**config.mk**
```make
export PLATFORM = sky130hd
export DESIGN_NAME = spi_sclk_divider
export DESIGN_NICKNAME = d
export VERILOG_FILES = /design/src/rtl/spi_clkdiv_pkg.sv /design/src/rtl/sclk_cfg_decode.sv /design/src/rtl/sclk_half_counter.sv /design/src/rtl/sclk_phase_ctl.sv /design/src/rtl/spi_sclk_divider.sv
export SDC_FILE = /design/constraint.sdc
export NUM_CORES = 1
export LEC_CHECK = 0
export BUFFER_PORTS_ARGS = -buffer_cell sky130_fd_sc_hd__buf_2
export CORE_ASPECT_RATIO = 2
export CORE_MARGIN = 4
export CORE_UTILIZATION = 61
export DETAILED_ROUTE_END_ITERATION = 7
export PLACE_DENSITY = 0.83
export SLEW_MARGIN = 10
export SYNTH_ARGS = -nofsm -noshare
export SYNTH_HDL_FRONTEND = slang
export SYNTH_SLANG_ARGS = --single-unit
```
**constraint.sdc**
```tcl
create_clock -name clk -period 5.4 [get_ports clk]
set_input_delay 0.27 -clock clk [delete_from_list [all_inputs] [get_ports clk]]
set_output_delay 0.27 -clock clk [all_outputs]
set_load 0.005 [all_outputs]
```
**src/rtl/spi_clkdiv_pkg.sv**
```systemverilog
package spi_clkdiv_pkg;

  typedef enum logic {
    DIV_IDLE = 1'b0,
    DIV_RUN  = 1'b1
  } div_state_e;

  typedef struct packed {
    logic lead;
    logic trail;
  } edge_strobe_t;

endpackage

```
**src/rtl/sclk_cfg_decode.sv**
```systemverilog
module sclk_cfg_decode #(
  parameter int LIN_W = 8,
  parameter int EXP_W = 4,
  parameter int TW    = 14
) (
  input  logic [LIN_W+EXP_W:0] cfg_word,
  output logic [TW-1:0]        term
);

  localparam int LIN_LSB = 0;
  localparam int EXP_LSB = LIN_W;
  localparam int SEL_BIT = LIN_W + EXP_W;
  localparam int EXP_MAX = (2 ** EXP_W) - 1;

  logic [LIN_W-1:0] lin_f;
  logic [EXP_W-1:0] exp_f;
  logic             lin_mode;
  logic [TW-1:0]    lin_term;
  logic [TW-1:0]    exp_term;

  assign lin_f    = cfg_word[LIN_LSB +: LIN_W];
  assign exp_f    = cfg_word[EXP_LSB +: EXP_W];
  assign lin_mode = cfg_word[SEL_BIT];

  // the linear half period is field + 1 cycles, so the terminal count is the field
  assign lin_term = TW'(lin_f);

  // half period of 2^(e-1) cycles; e = 0 clamps to the 1-cycle half period
  always_comb begin
    exp_term = '0;
    for (int i = 1; i <= EXP_MAX; i++) begin
      if (int'(exp_f) == i) exp_term = TW'((1 << (i - 1)) - 1);
    end
  end

  assign term = lin_mode ? lin_term : exp_term;

endmodule

```
**src/rtl/sclk_half_counter.sv**
```systemverilog
module sclk_half_counter #(
  parameter int TW = 14
) (
  input  logic          clk,
  input  logic          rst_n,
  input  logic          start,
  input  logic          step,
  input  logic [TW-1:0] term_d,
  output logic [TW-1:0] term_q,
  output logic          wrap
);

  logic [TW-1:0] cnt_q;

  assign wrap = step && (cnt_q == term_q);

  always_ff @(posedge clk or negedge rst_n) begin
    if (!rst_n) begin
      cnt_q  <= '0;
      term_q <= '0;
    end else if (start) begin
      cnt_q  <= '0;
      term_q <= term_d;
    end else if (step) begin
      cnt_q  <= wrap ? '0 : cnt_q + 1'b1;
    end
  end

endmodule

```
**src/rtl/sclk_phase_ctl.sv**
```systemverilog
module sclk_phase_ctl
  import spi_clkdiv_pkg::*;
(
  input  logic clk,
  input  logic rst_n,
  input  logic run_en,
  input  logic idle_pol,
  input  logic wrap,
  output logic start,
  output logic step,
  output logic busy,
  output logic sclk,
  output logic lead_stb,
  output logic trail_stb
);

  div_state_e   state_q;
  logic         phase_q;
  logic         pol_q;
  edge_strobe_t stb_q;
  logic         stop;

  assign start = (state_q == DIV_IDLE) && run_en;
  assign stop  = (state_q == DIV_RUN) && !run_en && !phase_q;
  assign step  = (state_q == DIV_RUN) && !stop;
  assign busy  = (state_q == DIV_RUN);

  always_ff @(posedge clk or negedge rst_n) begin
    if (!rst_n) begin
      state_q <= DIV_IDLE;
      phase_q <= 1'b0;
      pol_q   <= 1'b0;
      stb_q   <= '0;
    end else begin
      stb_q <= '0;
      unique case (state_q)
        DIV_IDLE: begin
          pol_q   <= idle_pol;
          phase_q <= 1'b0;
          if (run_en) state_q <= DIV_RUN;
        end
        DIV_RUN: begin
          if (stop) begin
            state_q <= DIV_IDLE;
          end else if (wrap) begin
            phase_q     <= ~phase_q;
            stb_q.lead  <= ~phase_q;
            stb_q.trail <= phase_q;
          end
        end
        default: state_q <= DIV_IDLE;
      endcase
    end
  end

  assign sclk      = phase_q ^ pol_q;
  assign lead_stb  = stb_q.lead;
  assign trail_stb = stb_q.trail;

endmodule

```
**src/rtl/spi_sclk_divider.sv**
```systemverilog
module spi_sclk_divider #(
  parameter int LIN_W = 8,
  parameter int EXP_W = 4
) (
  input  logic                 clk,
  input  logic                 rst_n,
  input  logic [LIN_W+EXP_W:0] cfg_word,
  input  logic                 run_en,
  input  logic                 idle_pol,
  output logic                 sclk,
  output logic                 lead_stb,
  output logic                 trail_stb
);

  localparam int EXP_TW = (2 ** EXP_W) - 2;
  localparam int TW     = (LIN_W > EXP_TW) ? LIN_W : EXP_TW;

  logic [TW-1:0] term_d;
  logic [TW-1:0] term_q;
  logic          start;
  logic          step;
  logic          wrap;
  logic          busy;

  sclk_cfg_decode #(.LIN_W(LIN_W), .EXP_W(EXP_W), .TW(TW)) u_dec (
    .cfg_word (cfg_word),
    .term     (term_d)
  );

  sclk_half_counter #(.TW(TW)) u_cnt (
    .clk    (clk),
    .rst_n  (rst_n),
    .start  (start),
    .step   (step),
    .term_d (term_d),
    .term_q (term_q),
    .wrap   (wrap)
  );

  sclk_phase_ctl u_ph (
    .clk       (clk),
    .rst_n     (rst_n),
    .run_en    (run_en),
    .idle_pol  (idle_pol),
    .wrap      (wrap),
    .start     (start),
    .step      (step),
    .busy      (busy),
    .sclk      (sclk),
    .lead_stb  (lead_stb),
    .trail_stb (trail_stb)
  );

endmodule

```
==> results of run 1 <==
layer usage:
metal | part of all wire [%] | vias up | wire length (um)
met4 | 4.3 | 0 | 154
met5 | 0 | - | 0
met2 | 55 | 49 | 1982
li1 | - | 686 | -
met1 | 36 | 650 | 1306
met3 | 4.4 | 14 | 159
cell families (layout without fill, tap and decap cells):
logic type	count (synthesis)	after routing	synth area share [%]
and+or+nand+nor	78	78	21.94
AOI/OAI and AO/OA	39	39	12.74
DFF	33	33	47.79
xor gates and xnor gates	25	25	12.67
buffers and inverters	14	30	3.476
adders and majority gates	1	1	0.7240
muxes	1	1	0.6517
worst max-delay path, stage by stage (launching register included):
cell     delay (ps)
dfrtp_1         580
a21oi_2         200
inv_1           220
nand4_1         310
nor3_1          290
xnor2_1         190
nor2_1           80
sequential cells by signal, indices dropped and copies added, names as in the netlist:
signal and flops:
u_cnt.cnt_q 14, u_cnt.term_q 14, u_ph.busy 1, u_ph.lead_stb 1, u_ph.phase_q 1, u_ph.pol_q 1, u_ph.trail_stb 1
final cells by class:
cell class | instances | area, um2
timing repair buffer | 19 | 95.09
multi-input combinational | 144 | 842.1
inverter | 5 | 18.77
clock inverter | 1 | 5.005
clock buffer | 5 | 68.82
sequential | 33 | 825.8
fill | 222 | 844.6
tap | 29 | 36.28
cells in the final DEF (no fill, tap or decap):
cell type  Yosys  layout
xnor2_1        7       7
nor4_2         3       3
and3_1         1       1
xor2_1        18      18
nand4_1        5       5
a21oi_1       13      13
inv_1          5       5
o31ai_1        2       2
and4_2         1       1
or3b_1         1       1
o22ai_1        2       2
nand4_2        1       1
buf_2          0      19
o211a_1        1       1
mux2_2         1       1
nand2b_1       2       2
clkinv_2       0       1
nor3_1         7       7
nand2_1       27      27
nor2_1        21      21
a21oi_2        2       2
nand3_1        9       9
clkbuf_8       0       5
ha_1           1       1
a31oi_1        2       2
a21boi_1       1       1
o21ai_0       16      16
dfrtp_1       33      33
where the power goes:
part / switching, mW / leakage (nW) / internal, mW
combinational: 0.0429 / 0.416 / 0.0285
sequential: 0.0153 / 0.439 / 0.264
clock: 0.0783 / 0.0399 / 0.0845
stage by stage:
step	instances	setup WS (ps)	util, %	hold slack (ps)	instance area [um2]
after floorplan	191	3690	-	-25.59	1728
after global placement	230	3594	66.44	341.7	1818
after detailed placement	230	3438	66.44	354.7	1818
after CTS	236	3421	69.14	61.54	1892
after global routing	236	3279	69.14	96.77	1892
final	236	3410	69.14	42.75	1892
path summary, 6_finish.rpt:
path,depth (start not counted),endpoint,from
max,6,u_cnt.cnt_q[12],u_ph.busy
min,1,u_cnt.cnt_q[13],rst_n
max reg2reg,6,u_cnt.cnt_q[12],u_ph.busy
min reg2reg,2,u_cnt.term_q[1],u_cnt.term_q[1]
max in group asynchronous,1,u_cnt.term_q[0],rst_n
min in group clk,2,u_ph.pol_q,idle_pol
==> results by group, run 1 <==
Logic synthesis
  – Syn Inst Count: around 190
  – Top post-synthesis cells by count: 33 x dfrtp_1, 27 x nand2_1, 21 x nor2_1
  – Cell with the most instances after synthesis: dfrtp_1
  – Synth area leaders: dfrtp_1 48%, xor2_1 9.1%, nand2_1 5.9%
  – Yosys Warn Count: 0
  – Netlist cell types: 27
  – Synth Flop Type: dfrtp_1
  – Syn nets: 209
  – Post-synth ARST share: 100.0%
  – Yosys reg bits: 33
  – Seq/Total Area, Yosys: between 40% and 50%
  – Synth area leader: dfrtp_1
  – Synthesized cell area: 0.001728 mm2
  – Number of enable flip-flop cells after synthesis: 0
  – Avg Inst Size Synth: 9.047 um2
  – Post-synth top area share: 47.79%

Global route
  – Met1 Usage GRT: 24.08%
  – Global-route wire length before repair: 6313 um
  – Initial antenna violation count: 0
  – Largest net degree at the start of global routing: 34
  – Global-route met3 utilization: 4.338%
  – Total track usage: 22.08%
  – Gr ovfl total: 0
  – Busiest grt layer: met2
  – Vias in the first global route: approximately 1,500
  – GR met2 Demand/Resource: between 30% and 40%

Timing
  – Final min period: 1990 ps
  – Tightest Pin Transition: ~860 ps
  – Slew Viols, Final: 0
  – RSZ-0062 raised after global routing: no
  – Final Cycle Share: 36.85%
  – Final Hold Vio Count: 0
  – Setup tns final: 0 ps
  – Relative slew slack: a little over two fifths
  – Clock skew: about 5.4 ps
  – Fmax: 0.5025 GHz
  – Final setup fails: 0

Clocking
  – Clock Sinks: 33
  – Cts-stage hold buffer count: 0
  – Post-CTS Setup Bufs: 0
  – Max Root-Sink Buffers: 2
  – CTS root buf: clkbuf_8
  – # resized after CTS: 0
  – Inserted Clock Buffers: 5
  – CTS tree: built
  – Worst-path clk slew: about 60 ps
  – Worst-Skew Late Latency: 270 ps
  – H-tree depth: 2

Routing
  – DRC violations left: 0
  – Drt pass-1 iters: 4
  – Antenna viol nets, final: 0
  – Total wire length: ~3600 um
  – Vias/cell: between 5 and 6
  – Detailed-route wire length per cell: 15.27 um
  – First DRT Iteration DRCs: 26
  – Via count: 1,399

Pwr
  – Power per Cell Area: between 200 and 300 mW/mm2
  – Leak pwr: slightly below 0.9 nW
  – Worst VDD drop: 0.2524 mV
  – Power Total: 513.1 uW

Outcome
  – Status: finished clean

Job
  – Max-cap violations: 0

Placed design
  – Port bufs: 19
  – Routability congestion estimate: 0.7979
  – Dpl hpwl: 2755 um

Critical path
  – Worst Path Required: 5540 ps
  – CP Capture Type: flop
  – Critical path peak fanout: 11
  – WP data arrival: ~2100 ps
  – CP Launch Type: flop
  – Crit Path Category: flop to flop
  – Reg2reg setup slack: 3410 ps

Layout
  – Antenna Cells: 0
  – Final net count: 226
  – Synthesis-to-finish area growth: 9.486%
  – Layout cells sized above 1: 15.94%

Worst hold path
  – Hold Crit Class: input port to async pin

Die
  – Io pins: 20
  – Die W: 45.64 um
  – Core ar.: 0.002736 mm2
  – Site Rows: 27
  – Die area: 0.003800 mm2
  – Die Height: approximately 83 um
  – Initial Util: a little over three fifths
Power figures use the tool's default switching activity.
==> run 2: changes to the inputs <==
ABC_AREA = 1   (was default)
CORE_UTILIZATION = 57   (was 61)
PLACE_DENSITY = 0.78   (was 0.83)
clock period = 1.98 ns   (was 5.4 ns; I/O delays follow)
==> run 2 against run 1 <==
  * Wire length rose by 11%
  * Count of clock-buffer cells in the layout rose by 2
  * Combinational power rose to 2.9 times the previous value
  * Clock power rose to 3.4 times the previous value
  * Cell count rose by 23%
  * Hold slack got worse by 2.0 ps
  * Maximum frequency rose by 27%
  * Area after synthesis rose by 4.4%
  * Clock skew fell by 3.9 ps
  * Sequential cell count did not move
==> results by group, run 2 <==
Outcome
  – Status: finished clean

Logic synthesis
  – Syn Inst Count: 235 (+23%)
  – Seq/Total Area, Yosys: 45.77% (-2.0 points)
  – Avg Inst Size Synth: 7.678 um2 (-15%)
  – Number of enable flip-flop cells after synthesis: 0 (unchanged)
  – Synth area leader: dfrtp_1
  – Yosys Warn Count: 0 (unchanged)
  – Synth Flop Type: dfrtp_1
  – Yosys reg bits: 33 (unchanged)
  – Cell with the most instances after synthesis: nand2_1
  – Synthesized cell area: 0.001804 mm2 (+4.4%)
  – Top post-synthesis cells by count: 65 x nand2_1, 33 x dfrtp_1, 32 x inv_1
  – Post-synth top area share: 45.77% (-2.0 points)
  – Synth area leaders: dfrtp_1 46%, nand2_1 14%, inv_1 6.7%
  – Post-synth ARST share: 100.0% (unchanged)
  – Netlist cell types: 32 (+19%)
  – Syn nets: 253 (+21%)

Job
  – Max-cap violations: 0 (unchanged)

Worst hold path
  – Hold Crit Class: input port to flop

Global route
  – Initial antenna violation count: 0 (unchanged)
  – Gr ovfl total: 0 (unchanged)
  – Largest net degree at the start of global routing: 34 (unchanged)
  – Vias in the first global route: 1,624 (+11%)
  – Total track usage: 23.22% (+1.1 points)
  – Global-route wire length before repair: 6962 um (+10%)

Timing
  – Final min period: 1566 ps (-423.7 ps)
  – Fmax: 0.6385 GHz (+27%)
  – RSZ-0062 raised after global routing: no
  – Hold Worst Slack: 40.72 ps (-2.025 ps)
  – Setup tns final: 0 ps (unchanged)
  – Final Hold Vio Count: 0 (unchanged)
  – Final setup fails: 0 (unchanged)
  – Relative slew slack: 51.78% (+8.9 points)
  – Final Cycle Share: 79.10% (+42 points)
  – Tightest Pin Transition: 723.4 ps (-132.9 ps)
  – Slew Viols, Final: 0 (unchanged)
  – Clock skew: 1.541 ps (-3.871 ps)

Placed design
  – Port bufs: 19 (unchanged)
  – Routability congestion estimate: 0.8834 (+11%)
  – Dpl hpwl: 3023 um (+9.7%)
  – Placed Area: 0.001929 mm2 (+6.1%)

Layout
  – Fin area: 0.002041 mm2 (+7.9%)
  – Antenna Cells: 0 (unchanged)
  – Commonest non-fill, non-tap cell in the layout: nand2_1
  – Final net count: 278 (+23%)
  – Commonest cells after routing, fill and taps aside: 65 x nand2_1, 33 x dfrtp_1, 32 x inv_1
  – Synthesis-to-finish area growth: 13.11%
  – Layout cells sized above 1: 15.33% (-0.62 points)
  – Largest registers: u_cnt.cnt_q: 14 flops, u_cnt.term_q: 14 flops

Clocking
  – H-tree depth: 2 (unchanged)
  – Clock Sinks: 33 (unchanged)
  – Post-CTS Setup Bufs: 0 (unchanged)
  – CTS tree: built
  – CTS root buf: clkbuf_8
  – Inserted Clock Buffers: 5 (unchanged)
  – Worst-Skew Late Latency: 290 ps (+20 ps)
  – Max Root-Sink Buffers: 2 (unchanged)
  – Worst-path clk slew: 70 ps (about the same)

Pwr
  – Worst VDD drop: 0.6954 mV (+180%)
  – Power per Cell Area: 743.3 mW/mm2 (+170%)
  – Power Total: 1.517 mW (+200%)
  – Leak pwr: 1.024 nW (+14%)

Critical path
  – CP Launch Type: flop
  – Crit Path Category: flop to flop
  – Worst Path Required: 2130 ps (-3410 ps)
  – CP Capture Type: flop
  – Critical path peak fanout: 10 (-1)
  – WP data arrival: 1710 ps (-420 ps)

Routing
  – Vias/cell: 5.495 (-7.3%)
  – Drt pass-1 iters: 4 (unchanged)
  – Total wire length: 3999 um (+11%)
  – Via count: 1,599 (+14%)
  – DRC violations left: 0 (unchanged)
  – Antenna viol nets, final: 0 (unchanged)
  – Detailed-route wire length per cell: 13.74 um (-10%)
  – First DRT Iteration DRCs: 39 (+50%)

Die
  – Core ar.: 0.003013 mm2 (+10%)
  – Die W: 47.78 um (+4.7%)
  – Site Rows: 28 (+3.7%)
  – Die Height: 87.57 um (+5.2%)
  – Initial Util: 59.88% (-3.3 points)
  – Die area: 0.004184 mm2 (+10%)
  – Io pins: 20 (unchanged)
==> run 2: changes by cell type after synthesis, sizes merged, moves of 3 or more <==
cell,change
nand2,+40
inv,+29
a21oi,-12
nor2,+12
xor2,-8
o21ai,-7
xnor2,-6
clkbuf,-5
a32oi,+3
nand3,+3
nor4,-3
o22ai,+3
==> run 2: kinds of logic (layout without fill, tap and decap cells) <==
kind of cell / count (synthesis) / count (layout) / synth area share, %
muxes: 1 / 1 / 0.6241
DFF: 33 / 33 / 45.77
AOI/OAI and AO/OA: 25 / 25 / 8.600
and+or+nand+nor: 125 / 125 / 30.44
buffers and inverters: 39 / 65 / 8.530
adders and majority gates: 1 / 1 / 0.6934
xor gates and xnor gates: 11 / 11 / 5.340
==> run 2: worst paths after layout <==
kind | startpoint | endpoint | slack (ps) | depth (start not counted)
setup / recovery | u_ph.busy | u_cnt.term_q[4] | 410 | 4
hold / removal | idle_pol | u_ph.pol_q | 40 | 2
setup reg to reg | u_ph.busy | u_cnt.term_q[4] | 410 | 4
hold reg to reg | u_cnt.term_q[3] | u_cnt.term_q[3] | 530 | 2
max in group asynchronous | rst_n | u_cnt.term_q[7] | 1120 | 2
min in group asynchronous | rst_n | u_ph.pol_q | 400 | 2
==> run 2: report_power, final <==
part | total (mW) | internal, mW | switching (mW) | leakage (nW)
Combinational | 0.205 | 0.0792 | 0.126 | 0.538
Sequential | 0.751 | 0.719 | 0.0322 | 0.431
Clock | 0.561 | 0.314 | 0.247 | 0.0542
==> run 2: final cells by class <==
type | count | area, um2
well taps | 30 | 37.54
fillers | 277 | 972.2
clock inverters | 1 | 5.005
repair buffers | 22 | 120.1
clock buffers | 7 | 96.34
inverters | 35 | 131.4
multi-input cells | 163 | 824.5
flip-flops and latches | 33 | 825.8
==> run 2: metal layers <==
metal	wire [um]	global-route usage [%]	vias up
li1	-	-	794
met1	1493	24.60	758
met2	2225	40.65	34
met3	152	3.498	13
met4	128	12.75	0
met5	0	0	-
==> run 2: timing repair <==
action,CTS,global route
hold buffers,1,0
endpoints found under the hold margin,33,0
resized for setup,0,0
==> run 2: stage by stage <==
step | std cells | utilization (%) | setup slack, ps
floorplan | 235 | - | 672.6
global placement | 282 | 64.04 | 441.2
detailed placement | 282 | 64.04 | 422.3
CTS | 291 | 67.73 | 412.8
global route | 291 | 67.73 | 261.2
finish | 291 | 67.73 | 413.8
==> run 2: critical path: stages (launching register included) <==
cell,delay (ps)
dfrtp_1,450
nor2_4,140
clkinv_1,290
nor2_1,390
a32oi_1,150
